[src/rtl/dsz_pkg.sv]
package dsz_pkg;

  localparam int CNT_W = 3;
  typedef logic [CNT_W-1:0] cnt_t;

  typedef enum logic [1:0] {
    ACK_WAIT = 2'b00,
    ACK_P8   = 2'b01,
    ACK_P16  = 2'b10,
    ACK_P32  = 2'b11
  } ack_e;

  // operand length in bytes from the request size code
  function automatic cnt_t size_bytes(input logic [1:0] code);
    case (code)
      2'b00:   return cnt_t'(1);
      2'b01:   return cnt_t'(2);
      default: return cnt_t'(4);
    endcase
  endfunction

  // port width in bytes from the acknowledge code
  function automatic cnt_t port_bytes(input logic [1:0] ack);
    case (ack)
      2'b01:   return cnt_t'(1);
      2'b10:   return cnt_t'(2);
      2'b11:   return cnt_t'(4);
      default: return cnt_t'(0);
    endcase
  endfunction

endpackage

[src/rtl/dsz_step_calc.sv]
module dsz_step_calc
  import dsz_pkg::*;
(
  input  logic [1:0] addr_lo,
  input  cnt_t       remain,
  input  logic [1:0] ack,
  output cnt_t       step,
  output logic [1:0] lane_off,
  output logic       last
);

  cnt_t width_b;
  cnt_t room;

  always_comb begin
    width_b = port_bytes(ack);
    case (ack)
      ACK_P8:  lane_off = 2'd0;
      ACK_P16: lane_off = {1'b0, addr_lo[0]};
      default: lane_off = addr_lo;
    endcase
    room = width_b - cnt_t'(lane_off);
    if (ack == ACK_WAIT)   step = '0;
    else if (remain < room) step = remain;
    else                    step = room;
    last = (ack != ACK_WAIT) && (step == remain);
  end

endmodule

[src/rtl/dsz_wr_steer.sv]
module dsz_wr_steer #(
  parameter int DATA_W = 32
) (
  input  logic [DATA_W-1:0] pend,
  input  logic [1:0]        off,
  output logic [DATA_W-1:0] lanes_out
);

  localparam int LANES = DATA_W / 8;
  localparam int HALF  = 2;

  // source byte (of the left-justified pending data) for output lane j
  function automatic int src_of(input int j, input int o);
    if (j >= o) return j - o;
    if (j < HALF && j >= (o % HALF)) return j - (o % HALF);
    return 0;
  endfunction

  for (genvar j = 0; j < LANES; j++) begin : g_lane
    assign lanes_out[DATA_W-1-8*j -: 8] = pend[DATA_W-1-8*src_of(j, int'(off)) -: 8];
  end

endmodule

[src/rtl/dsz_rd_merge.sv]
module dsz_rd_merge
  import dsz_pkg::*;
#(
  parameter int DATA_W = 32
) (
  input  logic [DATA_W-1:0] acc,
  input  logic [DATA_W-1:0] rdata,
  input  logic [1:0]        lane_off,
  input  cnt_t              step,
  output logic [DATA_W-1:0] acc_next
);

  localparam int SH_W = $clog2(DATA_W) + 1;

  logic [SH_W-1:0]   sh_lane;
  logic [SH_W-1:0]   sh_take;
  logic [SH_W-1:0]   sh_drop;
  logic [DATA_W-1:0] aligned;

  assign sh_lane  = SH_W'({lane_off, 3'b000});
  assign sh_take  = SH_W'({step, 3'b000});
  assign sh_drop  = SH_W'(DATA_W) - sh_take;
  // first valid lane moved to the top, then only `step` bytes kept
  assign aligned  = rdata << sh_lane;
  assign acc_next = (acc << sh_take) | (aligned >> sh_drop);

endmodule

[src/rtl/dsz_bus_master.sv]
module dsz_bus_master
  import dsz_pkg::*;
#(
  parameter int ADDR_W = 32,
  parameter int DATA_W = 32
) (
  input  logic              clk,
  input  logic              rst,
  input  logic              req_start,
  input  logic              req_write,
  input  logic [1:0]        req_size,
  input  logic [ADDR_W-1:0] req_addr,
  input  logic [DATA_W-1:0] req_wdata,
  output logic              bus_strobe,
  output logic              bus_write,
  output logic [ADDR_W-1:0] bus_addr,
  output logic [DATA_W-1:0] bus_wdata,
  output logic [2:0]        bus_remain,
  input  logic [1:0]        bus_ack,
  input  logic [DATA_W-1:0] bus_rdata,
  output logic              done,
  output logic [DATA_W-1:0] rd_data
);

  localparam int SH_W = $clog2(DATA_W) + 1;

  logic              strobe_q;
  logic              write_q;
  logic              done_q;
  logic [ADDR_W-1:0] addr_q;
  cnt_t              remain_q;
  logic [DATA_W-1:0] pend_q;
  logic [DATA_W-1:0] acc_q;
  logic [DATA_W-1:0] rd_q;

  cnt_t              req_bytes;
  cnt_t              step;
  logic [1:0]        lane_off;
  logic              last;
  logic              accept;
  logic              hit;
  logic [SH_W-1:0]   sh_load;
  logic [SH_W-1:0]   sh_step;
  logic [DATA_W-1:0] acc_next;

  assign req_bytes = size_bytes(req_size);
  assign sh_load   = SH_W'(DATA_W) - SH_W'({req_bytes, 3'b000});
  assign sh_step   = SH_W'({step, 3'b000});
  assign accept    = req_start && !strobe_q;
  assign hit       = strobe_q && (bus_ack != ACK_WAIT);

  dsz_step_calc u_step (
    .addr_lo  (addr_q[1:0]),
    .remain   (remain_q),
    .ack      (bus_ack),
    .step     (step),
    .lane_off (lane_off),
    .last     (last)
  );

  dsz_wr_steer #(.DATA_W(DATA_W)) u_steer (
    .pend      (pend_q),
    .off       (addr_q[1:0]),
    .lanes_out (bus_wdata)
  );

  dsz_rd_merge #(.DATA_W(DATA_W)) u_merge (
    .acc      (acc_q),
    .rdata    (bus_rdata),
    .lane_off (lane_off),
    .step     (step),
    .acc_next (acc_next)
  );

  always_ff @(posedge clk) begin
    if (rst) begin
      strobe_q <= 1'b0;
      write_q  <= 1'b0;
      done_q   <= 1'b0;
      addr_q   <= '0;
      remain_q <= '0;
      pend_q   <= '0;
      acc_q    <= '0;
      rd_q     <= '0;
    end else begin
      done_q <= 1'b0;
      if (accept) begin
        strobe_q <= 1'b1;
        write_q  <= req_write;
        addr_q   <= req_addr;
        remain_q <= req_bytes;
        pend_q   <= req_wdata << sh_load;
        acc_q    <= '0;
      end else if (hit) begin
        addr_q   <= addr_q + ADDR_W'(step);
        remain_q <= remain_q - step;
        pend_q   <= pend_q << sh_step;
        acc_q    <= acc_next;
        if (last) begin
          strobe_q <= 1'b0;
          done_q   <= 1'b1;
          if (!write_q) rd_q <= acc_next;
        end
      end
    end
  end

  assign bus_strobe = strobe_q;
  assign bus_write  = write_q;
  assign bus_addr   = addr_q;
  assign bus_remain = remain_q;
  assign done       = done_q;
  assign rd_data    = rd_q;

endmodule

[config.mk]
export PLATFORM = sky130hd
export DESIGN_NAME = dsz_bus_master
export DESIGN_NICKNAME = d
export VERILOG_FILES = /design/src/rtl/dsz_pkg.sv /design/src/rtl/dsz_step_calc.sv /design/src/rtl/dsz_wr_steer.sv /design/src/rtl/dsz_rd_merge.sv /design/src/rtl/dsz_bus_master.sv
export SDC_FILE = /design/constraint.sdc
export NUM_CORES = 1
export LEC_CHECK = 0
export CAP_MARGIN = 20
export CORE_MARGIN = 2
export CORE_UTILIZATION = 43
export DETAILED_ROUTE_END_ITERATION = 16
export PLACE_DENSITY = 0.69
export SETUP_SLACK_MARGIN = 0.15
export SLEW_MARGIN = 20
export SYNTH_ARGS = -nofsm -noshare
export SYNTH_HDL_FRONTEND = slang
export SYNTH_SLANG_ARGS = --single-unit
[constraint.sdc]
create_clock -name clk -period 7.72 [get_ports clk]
set_clock_uncertainty 0.2 [all_clocks]
set_input_delay 0.772 -clock clk [delete_from_list [all_inputs] [get_ports clk]]
set_output_delay 0.772 -clock clk [all_outputs]
set_load 0.02 [all_outputs]
==> results of run 1 <==
final cells by class:
type                       count  area [sq um]  area share [%]
clock buffer                  18         429.2           3.426
clock inverter                14         152.6           1.218
inverter                      27         101.3          0.8089
multi-input combinational    933          6585           52.56
sequential                   134          2684           21.42
tap                          285         356.6           2.846
timing repair buffer         228          2220           17.72
report_power, final:
group	internal, mW	switching (mW)
Combinational	0.537	0.766
Clock	0.477	0.331
Sequential	0.772	0.101
Total	1.79	1.20
Yosys cell counts, types with 7 or more instances:
cell / number
buf_1: 15
a2bb2oi_1: 11
xnor2_1: 10
buf_2: 8
a31oi_1: 17
a211oi_1: 59
o31ai_1: 25
a22oi_1: 17
o221ai_1: 16
xor2_1: 15
nand4_1: 7
o22ai_1: 15
o21ai_0: 66
clkbuf_1: 77
ha_1: 18
a32oi_1: 16
mux4_2: 17
mux2_2: 35
and4_1: 16
and2_1: 19
nor2_1: 105
a221oi_1: 15
inv_1: 24
and3_1: 31
nor3_1: 21
dfxtp_1: 134
mux2i_1: 56
a21oi_1: 90
nand2_1: 84
nand2b_1: 8
nand3_1: 34
a311oi_1: 32
nor2b_1: 14
state kept, by name (all words and copies together), names as in the netlist:
| register | count |
|---|---|
| acc_q | 32 |
| bus_addr | 32 |
| bus_remain | 3 |
| bus_strobe | 1 |
| bus_write | 1 |
| done | 1 |
| pend_q | 32 |
| rd_data | 32 |
metal layers:
| layer | up-vias | wire length [microns] | GRT usage, % | part of all wire, % |
|---|---|---|---|---|
| met5 | - | 0 | 0 | 0 |
| met1 | 4836 | 15050 | 39.20 | 45 |
| met3 | 35 | 3454 | 6.964 | 10 |
| met2 | 494 | 14500 | 40.61 | 43 |
| li1 | 4868 | - | - | - |
| met4 | 0 | 574 | 7.584 | 1.7 |
cells by family (layout without fill, tap and decap cells):
kind of cell | count (synthesis) | in the layout | synth area share [%]
AOI/OAI and AO/OA | 405 | 405 | 28.32
xor gates and xnor gates | 26 | 26 | 2.476
adders and majority gates | 21 | 21 | 2.910
buffers and inverters | 134 | 287 | 5.731
DFF | 134 | 134 | 27.36
muxes | 114 | 114 | 14.33
and+or+nand+nor | 367 | 367 | 18.86
final timing paths:
check / cells after the start / from / end
max: 20 / bus_ack[0] / bus_addr[31]
min: 2 / rd_data[15] / rd_data[15]
max reg2reg: 17 / bus_addr[1] / bus_addr[31]
min reg2reg: 2 / rd_data[15] / rd_data[15]
worst reg2reg max path: stages, from the launching register on:
cell,delay (ns)
dfxtp_1,0.38
nor2b_2,0.18
inv_1,0.11
fa_1,0.46
xor2_1,0.33
ha_1,0.37
a21o_1,0.22
a31oi_1,0.33
o22ai_1,0.18
nor2_1,0.27
inv_1,0.23
ha_1,0.33
a21o_1,0.10
a21oi_1,0.15
nor4b_4,0.52
nand3_1,0.24
or4_1,0.52
a311oi_1,0.27
==> impl_metrics.ini, run 1 <==
[status]
status = finished clean

[global_routing]
grt_max_degree = 84
grt_pass1_vias = 9414
track_usage_pct = 27.33
antenna_found_initial = 0
grt_pass1_wl_microns = 53010
grt-ovfl-total = 0

[floorplan]
core_sq_mm = 0.02250
die_w_microns = 155.0
initial_core_util_pct = 43.56
die_h_microns = 155.0
dieArea_sq_mm = 0.02402
rows = 55
ios = 206

[routing]
drc = 0
ant_nets = 0
wl_per_cell_microns = 20.49
first_pass_iters = 6
wl_microns = 33580
vias = 10233
drt_iter0_drc = 953
vias_per_cell = 6.243

[sta]
fmax_ghz = 0.1570
rsz0062_at_grt = false
slew_headroom_pct = 28.55
worst_slew_pin_slew_ns = 1.072
hold_slack_ns = 0.2999
period_share_pct = 82.51
finalMaxSlewViolations = 0
setup_viol = 0
hold_violations = 0
tns_ns = 0
period_needed_ns = 6.370
layout_setup_ws_ns = 1.350

[yosys]
netlist.area_leader.share_pct = 27.36
ys_seq_area_share_pct = 27.36
avgSynthCellArea_sq_um = 8.162
yosysTopAreaCell = dfxtp_1
syn_area_sq_mm = 0.009803
ys_types = 70
synth_seq_cells = 134
ys_top_cells_by_area = dfxtp_1 (27%), mux2i_1 (5.7%), a21oi_1 (4.6%)
synth_warnings = 0
synthArstFlopShare_pct = 0
postSynthCellCount = 1201
syn-num-nets = 1326
synth_top_flop_cell = dfxtp_1
synth_edf_count = 0

[placed_design]
hpwl_microns = 23850
gp_congestion = 0.8760
dp_cells = 1607
post-place-ws_ns = 1.011
portBuffers = 205
placed_area_sq_mm = 0.01195

[finish]
drive_gt1_share_pct = 9.675
final_core_util_pct = 55.67
finalNetCount = 1466
final_cell_mix = clkdlybuf4s50_1 (204), dfxtp_1 (133), nor2_1 (104)
final_common_cell = clkdlybuf4s50_1
postLayoutCellArea_sq_mm = 0.01253
nFillCells = 2053
finalNonFillerCells = 1639
antenna_cells = 0
area_growth_pct = 27.80

[critical_path]
cp_slowest_cell = clkdlybuf4s50_1
start_kind = input port
worst_ep_required_time_ns = 7.85
end_kind = register
crit_chain = clkdlybuf4s50_1 -> inv_1 -> ha_1 -> nor2b_2 -> inv_1 -> fa_1 -> xor2_1 -> ha_1 -> a21o_1 -> a31oi_1 -> o22ai_1 -> nor2_1 -> inv_1 -> ha_1 -> a21o_1 -> a21oi_1 -> nor4b_4 -> nand3_1 -> or4_1 -> a311oi_1
critPathMaxFanout = 8
path_buf_inv = 4
crit_type = input port to register
rrSetupSlack_ns = 2.21
critPathTopFamily = simple AND/OR/NAND/NOR gates
cp.arrival_ns = 6.50
max_stage_delay_ns = 0.52

[clock_tree]
post-cts-setup-buffer-count = 0
cts_sinks = 134
clock_path_buffers = 2
htreeDepth = 4
postCtsHoldBufs = 0
cts_tree = built
root_buffer = clkbuf_16
cts-buffers-inserted = 17
clk_pin_slew_ns = 0.06
cts_resized = 0
clock_latency_ns = 0.43

[pwr]
vdd_drop_max_uv = 214.0
power_mw = 2.985
p_leak_nw = 4.461
powerDensity_mw_per_mm2 = 238.3

[job]
max-cap-violations = 0

[worst_hold_path]
hold_class = register to register
(Power assumes the default switching activity.)
==> run 2, diff against run 1 <==
--- a/config.mk
+++ b/config.mk
@@ -9,7 +9,7 @@
 export CORE_MARGIN = 2
 export CORE_UTILIZATION = 43
 export DETAILED_ROUTE_END_ITERATION = 16
-export PLACE_DENSITY = 0.69
+export PLACE_DENSITY = 0.72
 export SETUP_SLACK_MARGIN = 0.15
 export SLEW_MARGIN = 20
 export SYNTH_ARGS = -nofsm -noshare
==> constraint.sdc (replaced) <==
create_clock -name clk -period 5.71 [get_ports clk]
set_clock_uncertainty 0.2 [all_clocks]
set_input_delay 0.571 -clock clk [delete_from_list [all_inputs] [get_ports clk]]
set_output_delay 0.571 -clock clk [all_outputs]
set_load 0.02 [all_outputs]
==> run 2 against run 1 <==
Effect of this change:
- non-clock buffer count grew 14
- hold slack about the same
- clock power is 38% higher
- critical path type unchanged
==> impl_metrics.ini, run 2 (synthesis gave the netlist of run 1 again) <==
[critical_path]
worst_ep_required_time_ns = 5.76
r2r_cells = 16
r2r-end = bus_addr[28]
end_kind = register
rr_startpoint = bus_addr[1]
rrSetupSlack_ns = 1.20
crit_type = input port to register
cp.arrival_ns = 5.29
start_kind = input port
critPathMaxFanout = 7

[routing]
wl_microns = 33830
met1_length_microns = 14050
drt_iter0_drc = 1207
first_pass_iters = 7
met2_length_microns = 15350
vias_per_cell = 6.367
drc = 0
ant_nets = 0
wl_per_cell_microns = 20.47
highest_layer = met4
route.met3.wl_microns = 3156
vias = 10525

[clock_tree]
clk_pin_slew_ns = 0.06
root_buffer = clkbuf_16
clock_latency_ns = 0.43
postCtsHoldBufs = 0
clock_path_buffers = 2
cts_sinks = 134
cts_tree = built
cts-buffers-inserted = 17
htreeDepth = 4
post-cts-setup-buffer-count = 0

[floorplan]
initial_core_util_pct = 43.56
rows = 55
dieArea_sq_mm = 0.02402
ios = 206
die_w_microns = 155.0
die_h_microns = 155.0
core_sq_mm = 0.02250

[sta]
rsz0062_at_grt = false
period_needed_ns = 5.231
hold_violations = 0
period_share_pct = 91.62
tns_ns = 0
worst_slew_pin_slew_ns = 1.083
layout_setup_ws_ns = 0.4787
finalMaxSlewViolations = 0
fmax_ghz = 0.1912
setup_viol = 0
slew_headroom_pct = 27.83

[placed_design]
placed_area_sq_mm = 0.01209
dp_cells = 1621
gp_congestion = 0.9402
hpwl_microns = 23590
portBuffers = 205
post-place-ws_ns = -0.1388

[worst_hold_path]
hold_end = rd_data[10]
hold_depth = 2
hold_class = register to register
hp-start = rd_data[10]

[global_routing]
antenna_found_initial = 1
grt_max_degree = 98
grt_pass1_wl_microns = 53320
grt_pass1_vias = 9889
track_usage_pct = 27.50
grt-ovfl-total = 0

[finish]
final_cell_mix = clkdlybuf4s50_1 (204), dfxtp_1 (133), nor2_1 (104)
postLayoutCellArea_sq_mm = 0.01273
final_common_cell = clkdlybuf4s50_1
area_growth_pct = 29.82
finalNonFillerCells = 1653
drive_gt1_share_pct = 11.05
finalNetCount = 1480

[pwr]
powerDensity_mw_per_mm2 = 325.7
p_leak_nw = 4.556
power_mw = 4.145
vdd_drop_max_uv = 220.1

[status]
status = finished clean

[job]
max-cap-violations = 0
==> run 2: cell types whose count changed in the layout (fill, tap and decap cells not counted), moves of 2 or more <==
| cell | delta |
|---|---|
| a21oi_1 | -2 |
| clkinvlp_4 | -2 |
| buf_4 | +14 |
| clkinv_4 | -2 |
| inv_6 | +2 |
| a21oi_2 | +2 |
==> run 2: how the worst max path moves through the flow <==
stage / startpoint / end
after floorplan: bus_ack[0] / bus_addr[28]
after global placement: bus_ack[0] / bus_addr[31]
after detailed placement: bus_ack[0] / bus_addr[31]
after CTS: bus_ack[0] / bus_addr[31]
after global routing: bus_ack[0] / bus_addr[31]
final: bus_ack[0] / bus_addr[28]
==> run 2: repair_timing <==
item	4_1_cts	5_1_grt
setup endpoints to repair	0	37
endpoints found under the hold margin	0	0
resized for setup	0	6
==> run 2: where the power goes <==
part | internal (mW) | total (mW) | switching [mW]
Sequential | 1.04 | 1.17 | 0.128
Clock | 0.661 | 1.12 | 0.462
Combinational | 0.765 | 1.85 | 1.09
Total | 2.47 | 4.15 | 1.68
==> run 2: per-stage QoR <==
stage	hold WS, ns	util (%)
after floorplan	0.2667	-
after global placement	0.2810	53.73
after detailed placement	0.2960	53.73
after CTS	0.3047	56.34
after global routing	0.3207	56.54
final	0.2996	56.55
==> run 2: critical path: stages <==
cell and delay [ns]:
clkdlybuf4s50_1 0.51, inv_1 0.07, ha_1 0.34, nor2b_2 0.14
inv_1 0.07, fa_2 0.42, xor2_4 0.18, ha_2 0.43
o21ai_4 0.12, a2111oi_4 0.46, nor3_4 0.12, ha_1 0.23
fa_1 0.43, a21oi_2 0.19, and4b_1 0.30, and4_1 0.32
nand4_1 0.14, xor2_1 0.15, a211oi_1 0.08
==> run 2: cell type report <==
type	count	area [sq um]
Clock inverter	12	143.9
Inverter	27	101.3
Timing Repair Buffer	242	2340
Multi-Input combinational cell	933	6655
Tap cell	285	356.6
Clock buffer	19	442.9
Sequential cell	134	2684
Fill cell	2037	9777
Antenna cell	1	2.502
==> run 2: layer usage <==
layer / track usage, % / vias up
li1: - / 4890
met1: 35.67 / 4985
met2: 43.51 / 565
met3: 6.100 / 85
met4: 13.01 / 0
met5: 0 / -
==> run 3, diff against run 2 <==
--- a/config.mk
+++ b/config.mk
@@ -9,7 +9,7 @@
 export CORE_MARGIN = 2
 export CORE_UTILIZATION = 43
 export DETAILED_ROUTE_END_ITERATION = 16
-export PLACE_DENSITY = 0.72
+export PLACE_DENSITY = 0.69
 export SETUP_SLACK_MARGIN = 0.15
 export SLEW_MARGIN = 20
 export SYNTH_ARGS = -nofsm -noshare
==> constraint.sdc (replaced) <==
create_clock -name clk -period 6.2 [get_ports clk]
set_clock_uncertainty 0.2 [all_clocks]
set_input_delay 0.62 -clock clk [delete_from_list [all_inputs] [get_ports clk]]
set_output_delay 0.62 -clock clk [all_outputs]
set_load 0.02 [all_outputs]
==> run 3 against run 2 <==
Effect of this change:
- first-iteration DRC count is 12% higher
- utilization is 0.58 points lower
- register-to-register slack worse by 0.02 ns
- critical path depth is 2 higher
- final cell count is 0.30% lower
- global-route usage is 0.21 points lower
- largest cell class unchanged
- largest power group unchanged
- highest routed layer unchanged
==> impl_metrics.ini, run 3 (synthesis gave the netlist of run 1 again) <==
[global_routing]
track_usage_pct = 27.29
grt-ovfl-total = 0
grt_max_degree = 62
antenna_found_initial = 0
grt_pass1_vias = 9556
grt_pass1_wl_microns = 52600

[sta]
period_share_pct = 91.90
hold_violations = 0
setup_viol = 0
finalMaxSlewViolations = 0
rsz0062_at_grt = false
slew_headroom_pct = 33.99
fmax_ghz = 0.1755
period_needed_ns = 5.698
worst_slew_pin_slew_ns = 0.9826
tns_ns = 0

[floorplan]
die_w_microns = 155.0
die_h_microns = 155.0
dieArea_sq_mm = 0.02402
ios = 206
rows = 55
core_sq_mm = 0.02250
initial_core_util_pct = 43.56

[critical_path]
start_kind = input port
cp.arrival_ns = 5.83
worstSetupStartpoint = bus_ack[0]
crit_end = bus_addr[31]
r2r-end = bus_addr[31]
rr_startpoint = bus_addr[1]
end_kind = register
critPathMaxFanout = 7
r2r_cells = 18
crit_type = input port to register
rrSetupSlack_ns = 1.18
worst_ep_required_time_ns = 6.33

[status]
status = finished clean

[clock_tree]
clock_latency_ns = 0.43
clock_path_buffers = 2
cts_tree = built
clk_pin_slew_ns = 0.06
htreeDepth = 4
cts_resized = 0
postCtsHoldBufs = 0
cts-buffers-inserted = 17
post-cts-setup-buffer-count = 0
root_buffer = clkbuf_16
cts_sinks = 134

[routing]
drt_iter0_drc = 1353
vias_per_cell = 6.292
drc = 0
wl_per_cell_microns = 20.37
wl_microns = 33560
ant_nets = 0
vias = 10370
first_pass_iters = 7

[placed_design]
portBuffers = 205
gp_congestion = 0.9045
hpwl_microns = 23920

[finish]
final_core_util_pct = 55.97
nFillCells = 2029
area_growth_pct = 28.49
drive_gt1_share_pct = 10.49
finalNetCount = 1475
final_cell_mix = clkdlybuf4s50_1 (204), dfxtp_1 (133), nor2_1 (104)
antenna_cells = 0
final_common_cell = clkdlybuf4s50_1

[pwr]
vdd_drop_max_uv = 218.8
power_mw = 3.739
p_leak_nw = 4.513
powerDensity_mw_per_mm2 = 296.9

[worst_hold_path]
hp-start = rd_data[2]
hold_class = register to register

[job]
max-cap-violations = 0
==> run 3: worst max-delay path, cell delays in order <==
cell             delay (ns)
clkdlybuf4s50_1        0.51
inv_1                  0.07
ha_1                   0.34
nor2b_2                0.14
inv_1                  0.11
fa_1                   0.48
xor2_2                 0.23
ha_1                   0.41
a21o_1                 0.22
a31oi_1                0.08
buf_4                  0.17
o2111a_1               0.14
nor2_1                 0.27
inv_2                  0.18
ha_1                   0.30
a21o_1                 0.10
a21oi_1                0.15
nor4b_4                0.32
nand3_1                0.20
or4_1                  0.51
a311oi_1               0.27
==> run 3: worst min-delay path by stage <==
stage / end / cells past startpoint / slack [ns]
2_1_floorplan: acc_q[7] / 2 / 0.27
3_3_place_gp: acc_q[29] / 2 / 0.28
3_5_place_dp: acc_q[26] / 2 / 0.29
4_1_cts: rd_data[2] / 2 / 0.30
5_1_grt: rd_data[7] / 2 / 0.32
6_report: rd_data[2] / 2 / 0.30
==> run 3: through the flow <==
step                cells  hold WS (ns)  worst slack (ns)  cell area (sq um)
global placement     1616        0.2831            0.2346              12010
global route         1648        0.3226            0.2066              12600
CTS                  1648        0.3018            0.4232              12590
finish               1648        0.2974            0.5025              12600
detailed placement   1616        0.2857           0.03116              12010
floorplan            1201        0.2667            0.2931               9803
==> run 3: routing by layer <==
layer / vias to the layer above / track usage [%] / wire length, microns
met5: - / 0 / 0
met2: 535 / 40.42 / 14480
met1: 4918 / 39.49 / 15060
met3: 44 / 6.602 / 3318
met4: 0 / 7.496 / 697
li1: 4873 / - / -
==> run 3: report_power, final <==
group          leakage, nW  internal [mW]  switching [mW]  total, mW
sequential            1.10          0.961           0.121       1.08
combinational         3.13          0.680           0.976       1.66
clock                0.281          0.598           0.404       1.00
==> run 3: area by class of cell <==
cell class,instances,area [sq um],share of cell area [%]
clock inverter,14,135.1,1.073
multi-input combinational,933,6593,52.34
tap,285,356.6,2.831
inverter,27,101.3,0.8046
timing repair buffer,237,2287,18.16
sequential,134,2684,21.31
clock buffer,18,439.2,3.487
